$ cat src/rtl/intc_pkg.sv
package intc_pkg;
   localparam int unsigned LVL_W   = 2;
   localparam int unsigned NUM_LVL = 1 << LVL_W;

   typedef logic [LVL_W-1:0] lvl_t;

   typedef enum logic [1:0] {
      SEL_ENABLE = 2'd0,
      SEL_PRIO_L = 2'd1,
      SEL_PRIO_H = 2'd2,
      SEL_SPARE  = 2'd3
   } reg_sel_e;
endpackage

$ cat src/rtl/intc_regs.sv
module intc_regs
   import intc_pkg::*;
#(
   parameter int unsigned NUM_SRC = 8
) (
   input  logic               clk,
   input  logic               rst_n,
   input  logic               we,
   input  logic [1:0]         addr,
   input  logic [NUM_SRC:0]   wdata,
   output logic [NUM_SRC:0]   rdata,
   output logic [NUM_SRC-1:0] src_en,
   output logic               glb_en,
   output logic [NUM_SRC-1:0] prio_l,
   output logic [NUM_SRC-1:0] prio_h
);
   logic [NUM_SRC:0]   ena_q;
   logic [NUM_SRC-1:0] pl_q;
   logic [NUM_SRC-1:0] ph_q;

   always_ff @(posedge clk or negedge rst_n) begin
      if (!rst_n) begin
         ena_q <= '0;
         pl_q  <= '0;
         ph_q  <= '0;
      end else if (we) begin
         case (reg_sel_e'(addr))
            SEL_ENABLE: ena_q <= wdata;
            SEL_PRIO_L: pl_q  <= wdata[NUM_SRC-1:0];
            SEL_PRIO_H: ph_q  <= wdata[NUM_SRC-1:0];
            default:    ;
         endcase
      end
   end

   always_comb begin
      case (reg_sel_e'(addr))
         SEL_ENABLE: rdata = ena_q;
         SEL_PRIO_L: rdata = {1'b0, pl_q};
         SEL_PRIO_H: rdata = {1'b0, ph_q};
         default:    rdata = '0;
      endcase
   end

   assign src_en = ena_q[NUM_SRC-1:0];
   assign glb_en = ena_q[NUM_SRC];
   assign prio_l = pl_q;
   assign prio_h = ph_q;
endmodule

$ cat src/rtl/intc_req_capture.sv
module intc_req_capture #(
   parameter int unsigned NUM_SRC = 8,
   parameter logic [NUM_SRC-1:0] EDGE_MASK = '0,
   localparam int unsigned IDX_W = $clog2(NUM_SRC)
) (
   input  logic               clk,
   input  logic               rst_n,
   input  logic [NUM_SRC-1:0] irq_in,
   input  logic               clr_valid,
   input  logic [IDX_W-1:0]   clr_idx,
   output logic [NUM_SRC-1:0] req
);
   for (genvar i = 0; i < NUM_SRC; i++) begin : g_src
      if (EDGE_MASK[i]) begin : g_edge
         logic prev_q;
         logic flag_q;
         always_ff @(posedge clk or negedge rst_n) begin
            if (!rst_n) begin
               prev_q <= 1'b1;
               flag_q <= 1'b0;
            end else begin
               prev_q <= irq_in[i];
               if (prev_q && !irq_in[i])
                  flag_q <= 1'b1;
               else if (clr_valid && clr_idx == IDX_W'(i))
                  flag_q <= 1'b0;
            end
         end
         assign req[i] = flag_q;
      end else begin : g_level
         assign req[i] = irq_in[i];
      end
   end
endmodule

$ cat src/rtl/intc_arbiter.sv
module intc_arbiter
   import intc_pkg::*;
#(
   parameter int unsigned NUM_SRC = 8,
   localparam int unsigned IDX_W = $clog2(NUM_SRC)
) (
   input  logic [NUM_SRC-1:0] req,
   input  logic [NUM_SRC-1:0] src_en,
   input  logic               glb_en,
   input  logic [NUM_SRC-1:0] prio_l,
   input  logic [NUM_SRC-1:0] prio_h,
   input  logic               top_valid,
   input  lvl_t               top_lvl,
   output logic               win_valid,
   output logic [IDX_W-1:0]   win_idx,
   output lvl_t               win_lvl
);
   logic found;
   lvl_t cur_lvl;

   always_comb begin
      found   = 1'b0;
      win_idx = '0;
      win_lvl = '0;
      cur_lvl = '0;
      for (int i = NUM_SRC - 1; i >= 0; i--) begin
         cur_lvl = {prio_h[i], prio_l[i]};
         if (glb_en && src_en[i] && req[i] && (!found || cur_lvl >= win_lvl)) begin
            found   = 1'b1;
            win_idx = IDX_W'(i);
            win_lvl = cur_lvl;
         end
      end
      win_valid = found && (!top_valid || win_lvl > top_lvl);
   end
endmodule

$ cat src/rtl/intc_inservice.sv
module intc_inservice
   import intc_pkg::*;
(
   input  logic               clk,
   input  logic               rst_n,
   input  logic               set_en,
   input  lvl_t               set_lvl,
   input  logic               pop,
   output logic [NUM_LVL-1:0] mask,
   output logic               top_valid,
   output lvl_t               top_lvl
);
   logic [NUM_LVL-1:0] mask_q;
   logic [NUM_LVL-1:0] mask_d;

   always_comb begin
      top_valid = |mask_q;
      top_lvl   = '0;
      for (int l = 0; l < NUM_LVL; l++)
         if (mask_q[l]) top_lvl = lvl_t'(l);
   end

   always_comb begin
      mask_d = mask_q;
      if (pop && top_valid) mask_d[top_lvl] = 1'b0;
      if (set_en)           mask_d[set_lvl] = 1'b1;
   end

   always_ff @(posedge clk or negedge rst_n) begin
      if (!rst_n) mask_q <= '0;
      else        mask_q <= mask_d;
   end

   assign mask = mask_q;
endmodule

$ cat src/rtl/nest_irq_ctrl.sv
module nest_irq_ctrl
   import intc_pkg::*;
#(
   parameter int unsigned NUM_SRC  = 8,
   parameter logic [NUM_SRC-1:0] EDGE_MASK = 8'b0000_0101,
   parameter int unsigned VEC_W    = 8,
   parameter int unsigned VEC_BASE = 3,
   parameter int unsigned VEC_STEP = 8,
   localparam int unsigned IDX_W = $clog2(NUM_SRC)
) (
   input  logic               clk,
   input  logic               rst_n,
   input  logic               reg_we,
   input  logic [1:0]         reg_addr,
   input  logic [NUM_SRC:0]   reg_wdata,
   output logic [NUM_SRC:0]   reg_rdata,
   input  logic [NUM_SRC-1:0] irq_in,
   input  logic               ack,
   input  logic               reti,
   output logic               irq_pending,
   output logic [IDX_W-1:0]   irq_src,
   output logic [VEC_W-1:0]   irq_vector
);
   if (NUM_SRC < 2) begin : g_bad_src
      $error("NUM_SRC must be at least 2");
   end
   if (VEC_BASE + VEC_STEP * (NUM_SRC - 1) >= (1 << VEC_W)) begin : g_bad_vec
      $error("vector range does not fit in VEC_W bits");
   end

   logic [NUM_SRC-1:0] src_en, prio_l, prio_h, req;
   logic               glb_en;
   logic               win_valid;
   logic [IDX_W-1:0]   win_idx;
   lvl_t               win_lvl;
   logic [NUM_LVL-1:0] isr_mask;
   logic               top_valid;
   lvl_t               top_lvl;

   logic               pend_q;
   logic [IDX_W-1:0]   src_q;
   lvl_t               lvl_q;
   logic [VEC_W-1:0]   vec_q;
   logic               ack_take;

   assign ack_take = ack && pend_q;

   intc_regs #(.NUM_SRC(NUM_SRC)) u_regs (
      .clk(clk), .rst_n(rst_n), .we(reg_we), .addr(reg_addr),
      .wdata(reg_wdata), .rdata(reg_rdata), .src_en(src_en),
      .glb_en(glb_en), .prio_l(prio_l), .prio_h(prio_h)
   );

   intc_req_capture #(.NUM_SRC(NUM_SRC), .EDGE_MASK(EDGE_MASK)) u_cap (
      .clk(clk), .rst_n(rst_n), .irq_in(irq_in),
      .clr_valid(ack_take), .clr_idx(src_q), .req(req)
   );

   intc_arbiter #(.NUM_SRC(NUM_SRC)) u_arb (
      .req(req), .src_en(src_en), .glb_en(glb_en),
      .prio_l(prio_l), .prio_h(prio_h),
      .top_valid(top_valid), .top_lvl(top_lvl),
      .win_valid(win_valid), .win_idx(win_idx), .win_lvl(win_lvl)
   );

   intc_inservice u_isr (
      .clk(clk), .rst_n(rst_n), .set_en(ack_take), .set_lvl(lvl_q),
      .pop(reti), .mask(isr_mask), .top_valid(top_valid), .top_lvl(top_lvl)
   );

   always_ff @(posedge clk or negedge rst_n) begin
      if (!rst_n) begin
         pend_q <= 1'b0;
         src_q  <= '0;
         lvl_q  <= '0;
         vec_q  <= '0;
      end else begin
         pend_q <= win_valid && !ack_take;
         src_q  <= win_idx;
         lvl_q  <= win_lvl;
         vec_q  <= VEC_W'(VEC_BASE + VEC_STEP * int'(win_idx));
      end
   end

   assign irq_pending = pend_q;
   assign irq_src     = src_q;
   assign irq_vector  = vec_q;
endmodule

$ cat config.mk
export PLATFORM = sky130hd
export DESIGN_NAME = nest_irq_ctrl
export DESIGN_NICKNAME = d
export VERILOG_FILES = /design/src/rtl/intc_pkg.sv /design/src/rtl/intc_regs.sv /design/src/rtl/intc_req_capture.sv /design/src/rtl/intc_arbiter.sv /design/src/rtl/intc_inservice.sv /design/src/rtl/nest_irq_ctrl.sv
export SDC_FILE = /design/constraint.sdc
export NUM_CORES = 1
export LEC_CHECK = 0
export BUFFER_PORTS_ARGS = -buffer_cell sky130_fd_sc_hd__buf_2
export CORE_MARGIN = 4
export CORE_UTILIZATION = 50
export CTS_CLUSTER_SIZE = 40
export DETAILED_ROUTE_END_ITERATION = 10
export MAX_ROUTING_LAYER = met4
export PLACE_DENSITY = 0.73
export SLEW_MARGIN = 10
export SYNTH_ARGS = -nofsm -noshare
export SYNTH_HDL_FRONTEND = slang
export SYNTH_SLANG_ARGS = --single-unit
$ cat constraint.sdc
create_clock -name clk -period 14.4 [get_ports clk]
set_clock_uncertainty 0.15 [all_clocks]
set_input_delay 2.88 -clock clk [delete_from_list [all_inputs] [get_ports clk]]
set_output_delay 2.88 -clock clk [all_outputs]
set_load 0.01 [all_outputs]
==> Yosys cells after proc, flatten, opt, wreduce, memory -nomap -nowiden <==
Index checks and enable logic that the tools add are counted.
{ "word_totals": {"regBits": 47, "input_bits": 24} }
{ "classes": {"n_bitwise": 3, "eq_ne": 3, "reduce_logical": 60, "addsub": 1, "muxes": 38, "order_cmp": 12} }
{ "ops": {"columns": ["op", "n"], "rows": [
  ["$logic_and 1x1->1", 33],
  ["$pmux 9 s3", 1],
  ["$mux 3", 8],
  ["$mux 2", 10],
  ["$mux 1", 15],
  ["$ge 2x2->1", 7],
  ["$logic_not 1->1", 11],
  ["$logic_or 1x1->1", 8],
  ["$mux 4", 2],
  ["$add 2x6->7 const A", 1],
  ["$lt 2x3->1 const B", 2],
  ["$reduce_and 2->1", 3],
  ["$and 4x4->4", 1],
  ["$demux 1 s2", 2],
  ["$ge 2x1->1 const B", 2],
  ["$not 4->4", 1],
  ["$or 4x4->4", 1],
  ["$reduce_bool 2->1", 2],
  ["$reduce_or 4->1", 1],
  ["$eq 3x2->1 const B", 1],
  ["$logic_not 3->1", 1],
  ["$eq 2x1->1 const B", 1],
  ["$eq 2x2->1 const B", 1],
  ["$gt 2x2->1", 1],
  ["$logic_not 2->1", 1]
]} }

==> Longest topological paths before layout <==
Gate-level depths: netlist of run 1.
{ "logic_depth": {"ltp_word": 35, "depth_mapped": 49, "ltp_nobuf": 48} }

==> Cells and area by module <==
From an unflattened synthesis of run 1, not the netlist that was laid out.
{ "hier_totals": {"hier_cells": 256, "area_unflattened_um2": 2673.8} }
{ "modules_own_cells": {"columns": ["mod", "cells_each", "n_inst", "area_each_um2", "seq_area_each_um2"], "rows": [
  ["intc_regs", 75, 1, 1147.4, 625.6],
  ["intc_arbiter", 123, 1, 872.1, 0.0],
  ["nest_irq_ctrl", 18, 1, 249.0, 175.2],
  ["intc_req_capture", 20, 1, 211.5, 102.6],
  ["intc_inservice", 20, 1, 193.9, 100.1]
]} }

==> Worst setup path after synthesis of run 1 <==
Ideal clock, no wire load.
{ "synth_path": {"path_type": "input to register", "start": "in irq_in[7]", "end": "reg pend_q, in the netlist irq_pending", "arrival_ns": 11.376, "path_slack_ns": 2.737, "path_buffers": 0, "setup_time_ns": 0.137, "cell_stages": 46, "path_cell_list": "nand2_1 -> nor3_1 -> ha_1 -> or3b_2 -> a21oi_1 -> o2bb2ai_1 -> and2_1 -> ha_1 -> nand2b_1 -> a211oi_1 -> nor2_1 -> o211a_1 -> ha_1 -> nand2b_1 -> a211o_1 -> a31oi_1 -> o211ai_1 -> o21ai_0 -> [10 not listed] -> a31o_2 -> a21oi_1 -> ha_1 -> nand2b_1 -> a21oi_1 -> o211ai_1 -> a21o_1 -> a21boi_2 -> ha_1 -> nand2b_1 -> a21oi_1 -> a21oi_1 -> mux2i_1 -> ha_1 -> a21oi_1 -> a21oi_1 -> o21ai_0 -> a31oi_1"} }
{ "synth_between": {"elab_chain_len": 34, "word_cells_on_any_way": 49, "classes_between": "8 x order compare; 16 x mux; 25 x reduce/logical"} }
{ "synth_rtl": {"columns": ["element", "line", "source"], "rows": [
  ["start, declared", "nest_irq_ctrl.sv:17", "input logic [NUM_SRC-1:0] irq_in,"],
  ["$logic_and 1x1->1 (*)", "intc_arbiter.sv:28", "if (glb_en && src_en[i] && req[i] && (!found || cur_lvl >= win_lvl)) begin"],
  ["$mux 2 / $mux 1 (equally long branches)", "intc_arbiter.sv:28", null],
  ["$ge 2x2->1 / $logic_not 1->1 (equally long branches)", "intc_arbiter.sv:28", null],
  ["$logic_or 1x1->1", "intc_arbiter.sv:28", null],
  ["$logic_and 1x1->1", "intc_arbiter.sv:28", null],
  ["$mux 2 / $mux 1 (equally long branches)", "intc_arbiter.sv:28", null],
  ["$ge 2x2->1 / $logic_not 1->1 (equally long branches)", "intc_arbiter.sv:28", null],
  ["$logic_or 1x1->1", "intc_arbiter.sv:28", null],
  ["[19 not listed]", null, null],
  ["$logic_or 1x1->1", "intc_arbiter.sv:28", null],
  ["$logic_and 1x1->1", "intc_arbiter.sv:28", null],
  ["$mux 2 (*)", "intc_arbiter.sv:28", null],
  ["net u_arb.win_lvl[1]", "intc_arbiter.sv:16", "output lvl_t win_lvl"],
  ["$gt 2x2->1 (*)", "intc_arbiter.sv:34", "win_valid = found && (!top_valid || win_lvl > top_lvl);"],
  ["$logic_or 1x1->1 (*)", "intc_arbiter.sv:34", null],
  ["$logic_and 1x1->1 (*)", "intc_arbiter.sv:34", null],
  ["$logic_and 1x1->1 (*)", "nest_irq_ctrl.sv:78", "pend_q <= win_valid && !ack_take;"],
  ["end signal, assigned", "nest_irq_ctrl.sv:78", null],
  ["end, declared", "nest_irq_ctrl.sv:40", "logic pend_q;"]
]} }
The timed path passes the listed nets; every way through them passes the cells marked *.
A chain may end at the register's enable or synchronous reset.

==> Worst setup path after layout of run 1 <==
{ "layout_path": {"start": "in irq_in[7]", "end": "reg pend_q, in the netlist irq_pending"} }
{ "layout_between": {"elab_chain_len": 34, "word_cells_on_any_way": 49, "classes_between": "8 x order compare; 16 x mux; 25 x reduce/logical"} }
{ "layout_rtl": {"columns": ["element", "line"], "rows": [
  ["$logic_and 1x1->1 (*)", "intc_arbiter.sv:28"],
  ["$mux 2 / $mux 1 (equally long branches)", "intc_arbiter.sv:28"],
  ["$ge 2x2->1 / $logic_not 1->1 (equally long branches)", "intc_arbiter.sv:28"],
  ["$logic_or 1x1->1", "intc_arbiter.sv:28"],
  ["$logic_and 1x1->1", "intc_arbiter.sv:28"],
  ["$mux 2 / $mux 1 (equally long branches)", "intc_arbiter.sv:28"],
  ["$ge 2x2->1 / $logic_not 1->1 (equally long branches)", "intc_arbiter.sv:28"],
  ["$logic_or 1x1->1", "intc_arbiter.sv:28"],
  ["[18 not listed]", null],
  ["$ge 2x2->1 / $logic_not 1->1 (equally long branches)", "intc_arbiter.sv:28"],
  ["$logic_or 1x1->1", "intc_arbiter.sv:28"],
  ["$logic_and 1x1->1", "intc_arbiter.sv:28"],
  ["$mux 2", "intc_arbiter.sv:28"],
  ["$gt 2x2->1", "intc_arbiter.sv:34"],
  ["$logic_or 1x1->1", "intc_arbiter.sv:34"],
  ["$logic_and 1x1->1 (*)", "intc_arbiter.sv:34"],
  ["$logic_and 1x1->1 (*)", "nest_irq_ctrl.sv:78"]
]} }
Every way passes the cells marked *; elsewhere a longest branch is shown, timed or not.

==> flow_summary.json, run 1 <==
{
  "crit_path_start_kind": "primary input",
  "r2r-start": "u_regs.ena_q[8]",
  "crit_end": "irq_pending",
  "hold_viol": 0,
  "cts.clk_slew.worst_paths_ns": 0.08,
  "p_seq_frac": 0.410,
  "register_area_um2": 1000,
  "cts_tree": "yes",
  "drv_cap": 0,
  "tns_ns": 0,
  "multiInputGateArea_um2": 1370,
  "endpoint_kind": "register",
  "synthToLayoutAreaGrowth_pct": 14.1,
  "antenna_found_initial": 0,
  "pwr-share-comb": 0.346,
  "r2r_slack_ns": 3.55,
  "grt_setup_unrepaired": "false",
  "antenna_left": 0,
  "syn_area_um2": 2500,
  "crit_slowest_cell": "a221oi_1",
  "status": "finished, final reports clean",
  "period_needed_ns": 12.68,
  "yosysUniqueCellTypes": 47,
  "cp.arrival_ns": 12.70,
  "cellPowerDensity_nw_per_um2": 140,
  "die_h_um": 78.8,
  "fp.coreArea_um2": 4790,
  "grt_pass1_wl_mm": 9.57,
  "switching_share": 0.353,
  "hp-class": "register to register",
  "vias": 2010,
  "finalMaxSlewViolations": 0,
  "slew_headroom": 0.428,
  "die_x_um": 78.8,
  "leakage_uw": 0.00135,
  "cts_made_buffers": 5,
  "worst-path-buf-inv": 2,
  "die-area_um2": 6210,
  "total_power_uw": 400,
  "clk_latency_ns": 0.30,
  "drc": 0,
  "ys_ff_latch": 40,
  "cp_max_fo": 7,
  "io_buffer_count": 41,
  "place_congestion": 0.916,
  "synth-edff-count": 0,
  "cts_resized": 0,
  "first_global_vias": 1974,
  "grt_overflow": 0,
  "fin_crit_sh": 0.880,
  "cts_root_buf": "clkbuf_8",
  "wl_mm": 5.68,
  "worstSetupPathDepth": 49,
  "ctsHoldBuffers": 0,
  "fmax_ghz": 0.0789,
  "drive_above_1_share": 0.278,
  "routedWlPerCell_um": 15.7,
  "synthFlopType": "dfrtp_1",
  "ys.warnings.count": 0,
  "power.internal_uw": 259,
  "setup_viol": 0,
  "r2r_end": "irq_pending",
  "p_sw_uw": 141,
  "first_pass_iters": 4,
  "setup.worst_path.start": "irq_in[7]",
  "crit_top_cell": "a21oi_1",
  "fin_ws_ns": 1.72,
  "p_clk_frac": 0.243,
  "worstSetupPathType": "primary input to register",
  "mostFrequentLayoutCells": "41 x buf_2, 38 x dfrtp_1, 26 x nand2_1",
  "antenna_cells": 0,
  "crit_path_max_incr_delay_ns": 0.55,
  "fillers": 430,
  "final_common_cell": "buf_2",
  "critPathRequiredTime_ns": 14.42,
  "ios": 45,
  "initial_core_util": 0.523,
  "clock_sinks": 40,
  "worstMarginPinSlew_ns": 0.858,
  "seq_area_frac_synth": 0.401,
  "post-place-ws_ns": 1.64,
  "holdWs_ns": 0.347,
  "rows": 25,
  "path_delay_family": "compound AO/OA/AOI/OAI gates",
  "grt_use_total": 0.200,
  "drt-initial-drc-count": 104,
  "dpl.hpwl_mm": 4.24,
  "htreeDepth": 2,
  "grt_max_degree": 41,
  "synthArstFlopShare": 1.00,
  "synthCells": 255,
  "peakVddDrop_mv": 0.0781,
  "final_nets": 333,
  "cts_setup_buffers": 0,
  "viasPerCell": 5.55,
  "avgSynthCellArea_um2": 9.82,
  "cts_max_path_buffers": 2,
  "ff2ff_path_depth": 48,
  "post-route-util": 0.597
}
==> cells in the mapped netlist (3+ instances only) <==
master / number / area, um2
dfrtp_1: 38 / 951
nand2_1: 26 / 97.6
mux2_2: 24 / 270
inv_1: 18 / 67.6
o21ai_0: 18 / 90.1
ha_1: 15 / 188
a21oi_1: 11 / 55.1
mux2i_1: 9 / 90.1
nor2_1: 8 / 30.0
buf_4: 7 / 52.6
nand2b_1: 7 / 43.8
nand3_1: 7 / 35.0
nor3_1: 6 / 30.0
a211oi_1: 4 / 30.0
clkbuf_1: 4 / 15.0
a21o_1: 3 / 22.5
a31oi_1: 3 / 18.8
and2_1: 3 / 18.8
nand4_1: 3 / 18.8
o2bb2ai_1: 3 / 26.3
==> metrics by stage <==
stage	std cells	area [um2]
after floorplan	257	2510
after global placement	354	2740
after detailed placement	354	2740
after CTS	362	2860
after global routing	362	2860
final	362	2860
==> area by class of cell <==
type | count | area share
well taps | 67 | 0.0293
clock inverters | 2 | 0.0136
inverters | 18 | 0.0236
repair buffers | 42 | 0.0744
clock buffers | 6 | 0.0289
flip-flops and latches | 40 | 0.351
multi-input cells | 187 | 0.479
==> per-layer routing <==
layer / share of wire / vias up / track usage
li1: - / 995 / -
met1: 0.47 / 946 / 0.274
met2: 0.45 / 61 / 0.305
met3: 0.059 / 8 / 0.0374
met4: 0.014 / 0 / 0.0594
met5: 0 / - / -
==> cells by family after synthesis <==
logic type / Yosys count / share of synthesized area
mux: 34 / 0.150
other cells: 2 / 0.00300
fa+ha+maj: 15 / 0.0749
flops: 40 / 0.401
simple gates: 67 / 0.129
compound gates: 67 / 0.187
buf+inv: 30 / 0.0554
==> worst register-to-register path: cells and delay by family, from the launching register on <==
kind | cells | cell delay (ns)
AOI/OAI and AO/OA | 26 | 5.50
adders and majority gates | 8 | 2.00
and+or+nand+nor | 12 | 2.18
DFF | 1 | 0.64
buffers and inverters | 2 | 0.29
==> worst min path at each step <==
| stage | from | to | slack, ns | depth (start not counted) |
|---|---|---|---|---|
| after floorplan | u_cap.g_src[2].g_edge.flag_q | u_cap.g_src[2].g_edge.flag_q | 0.29 | 2 |
| after global placement | u_cap.g_src[2].g_edge.flag_q | u_cap.g_src[2].g_edge.flag_q | 0.32 | 2 |
| after detailed placement | u_cap.g_src[2].g_edge.flag_q | u_cap.g_src[2].g_edge.flag_q | 0.33 | 2 |
| after CTS | lvl_q[1] | u_isr.mask[0] | 0.34 | 1 |
| after global routing | u_cap.g_src[2].g_edge.flag_q | u_cap.g_src[2].g_edge.flag_q | 0.37 | 2 |
| final | lvl_q[1] | u_isr.mask[0] | 0.35 | 1 |
==> state kept, by name, summed over array words and instances, names as in the netlist <==
name	flops
u_isr.mask	4
u_regs.ena_q	9
u_regs.prio_l	8
irq_vector	1
u_regs.prio_h	8
u_cap.g_src.g_edge.flag_q	2
u_cap.g_src.g_edge.prev_q	2
lvl_q	2
irq_src	3
irq_pending	1
==> power by group through the flow <==
stage                     combinational [uW]  clock (uW)  sequential [uW]
final                                    139        97.4              164
after detailed placement                 137           0              166
after global placement                   135           0              165
after floorplan                          104           0              159
after global routing                     157         105              168
after CTS                                138        98.3              164
Power figures use the tool's default switching activity.
==> run 2, diff against run 1 <==
--- a/config.mk
+++ b/config.mk
@@ -5,13 +5,12 @@
 export SDC_FILE = /design/constraint.sdc
 export NUM_CORES = 1
 export LEC_CHECK = 0
-export BUFFER_PORTS_ARGS = -buffer_cell sky130_fd_sc_hd__buf_2
 export CORE_MARGIN = 4
 export CORE_UTILIZATION = 50
 export CTS_CLUSTER_SIZE = 40
 export DETAILED_ROUTE_END_ITERATION = 10
+export DONT_BUFFER_PORTS = 1
 export MAX_ROUTING_LAYER = met4
-export PLACE_DENSITY = 0.73
 export SLEW_MARGIN = 10
 export SYNTH_ARGS = -nofsm -noshare
 export SYNTH_HDL_FRONTEND = slang
==> flow_summary.json, run 2 (synthesis results as in run 1) <==
{
  "hold_depth": 1,
  "cts.clk_slew.worst_paths_ns": 0.08,
  "r2r_slack_ns": 3.65,
  "ctsHoldBuffers": 0,
  "grt_max_degree": 41,
  "pwr-share-comb": 0.309,
  "synthToLayoutAreaGrowth_pct": 5.69,
  "rows": 25,
  "clock_sinks": 40,
  "fin_area_um2": 2650,
  "antenna_cells": 0,
  "peakVddDrop_mv": 0.0696,
  "grt_setup_unrepaired": "false",
  "ff2ff_path_depth": 46,
  "wl_mm": 5.73,
  "p_clk_frac": 0.247,
  "clk_latency_ns": 0.30,
  "mostFrequentLayoutCells": "38 x dfrtp_1, 26 x nand2_1, 24 x mux2_2",
  "grt_pass1_wl_mm": 9.60,
  "fmax_ghz": 0.0808,
  "holdWs_ns": 0.343,
  "cp.arrival_ns": 12.39,
  "grt_use_total": 0.204,
  "htreeDepth": 2,
  "leakage_uw": 0.00117,
  "tns_ns": 0,
  "path_delay_family": "compound AO/OA/AOI/OAI gates",
  "slew_headroom": 0.395,
  "multiInputGateArea_um2": 1370,
  "final_common_cell": "dfrtp_1",
  "largest_reg_flops": 9,
  "antenna_left": 0,
  "hp-class": "register to register",
  "first_global_vias": 1941,
  "crit_path_max_incr_delay_ns": 0.50,
  "ios": 45,
  "status": "finished, final reports clean",
  "cts_resized": 0,
  "cts_setup_buffers": 0,
  "regMostFlops": "u_regs.ena_q",
  "drive_above_1_share": 0.161,
  "hold_start": "lvl_q[1]",
  "fp.coreArea_um2": 4790,
  "r2r-start": "u_regs.ena_q[8]",
  "crit_path_start_kind": "primary input",
  "die_h_um": 78.8,
  "initial_core_util": 0.523,
  "cts_max_path_buffers": 2,
  "worstSetupPathType": "primary input to register",
  "vias": 1901,
  "post-route-util": 0.553,
  "drv_cap": 0,
  "register_area_um2": 1000,
  "die-area_um2": 6210,
  "final_nets": 292,
  "die_x_um": 78.8,
  "r2r_end": "irq_pending",
  "switching_share": 0.353,
  "drt-initial-drc-count": 75,
  "finalMaxSlewViolations": 0,
  "crit_top_cell": "a21oi_1",
  "worstMarginPinSlew_ns": 0.907,
  "crit_slowest_cell": "a221oi_1",
  "whs_endpoint": "u_isr.mask[1]",
  "first_pass_iters": 5,
  "antenna_found_initial": 0,
  "routedWlPerCell_um": 17.9,
  "critPathRequiredTime_ns": 14.41,
  "setup_viol": 0,
  "p_sw_uw": 134,
  "cp_max_fo": 7,
  "hold_viol": 0,
  "cellPowerDensity_nw_per_um2": 143,
  "fin_crit_sh": 0.860,
  "drc": 0,
  "place_area_um2": 2530,
  "cts_root_buf": "clkbuf_8",
  "cts_made_buffers": 5,
  "period_needed_ns": 12.38,
  "cts_tree": "yes",
  "place_congestion": 0.876,
  "viasPerCell": 5.92,
  "dpl.hpwl_mm": 4.32,
  "power.internal_uw": 246,
  "io_buffer_count": 0,
  "fillers": 455,
  "p_seq_frac": 0.443,
  "endpoint_kind": "register",
  "grt_overflow": 0,
  "worst-path-buf-inv": 0
}
run 2: cell count changes in the layout (fill, tap and decap cells not counted), sizes merged:
cell	delta
inv	+1
clkinvlp	+1
clkbuf	-1
clkinv	-1
buf	-41
run 2: layout make-up:
class                   instances  share of cell area
repair buffers                  1             0.00284
flip-flops and latches         40               0.379
clock buffers                   5              0.0260
clock inverters                 3              0.0175
well taps                      67              0.0317
inverters                      18              0.0255
multi-input cells             187               0.517
run 2: worst reg2reg max path: cells and delay by family, from the launching register on:
kind	cells	cell delay, ns
muxes	1	0.30
DFF	1	0.67
adders and majority gates	8	2.10
and+or+nand+nor	12	2.17
buffers and inverters	1	0.27
AOI/OAI and AO/OA	24	4.94
run 2: stage by stage:
step	worst slack (ns)	std cells	power, uW
6_report	2.02	321	379
2_1_floorplan	2.74	257	263
5_1_grt	0.891	321	412
4_1_cts	2.02	321	384
3_3_place_gp	1.93	313	286
3_5_place_dp	1.71	313	288
run 2: worst max path at each step:
stage,to,cells past startpoint,slack (ns),startpoint
2_1_floorplan,irq_pending,46,2.74,irq_in[7]
3_3_place_gp,irq_pending,46,1.93,irq_in[7]
3_5_place_dp,irq_pending,46,1.71,irq_in[7]
4_1_cts,irq_pending,46,2.02,irq_in[7]
5_1_grt,irq_pending,48,0.89,irq_in[7]
6_report,irq_pending,46,2.02,irq_in[7]
run 2: routing by layer:
metal | up-vias | wire length, um | global-route usage | share of wire
met4 | 0 | 67 | 0.0682 | 0.012
met2 | 65 | 2580 | 0.301 | 0.45
li1 | 913 | - | - | -
met3 | 6 | 365 | 0.0454 | 0.064
met1 | 917 | 2720 | 0.279 | 0.47
met5 | - | 0 | - | 0
run 2: power groups by stage:
| stage | clock [uW] | sequential [uW] | combinational, uW |
|---|---|---|---|
| after floorplan | 0 | 159 | 104 |
| after global placement | 0 | 170 | 115 |
| after detailed placement | 0 | 171 | 117 |
| after CTS | 97.3 | 168 | 118 |
| after global routing | 101 | 173 | 137 |
| final | 93.8 | 168 | 117 |
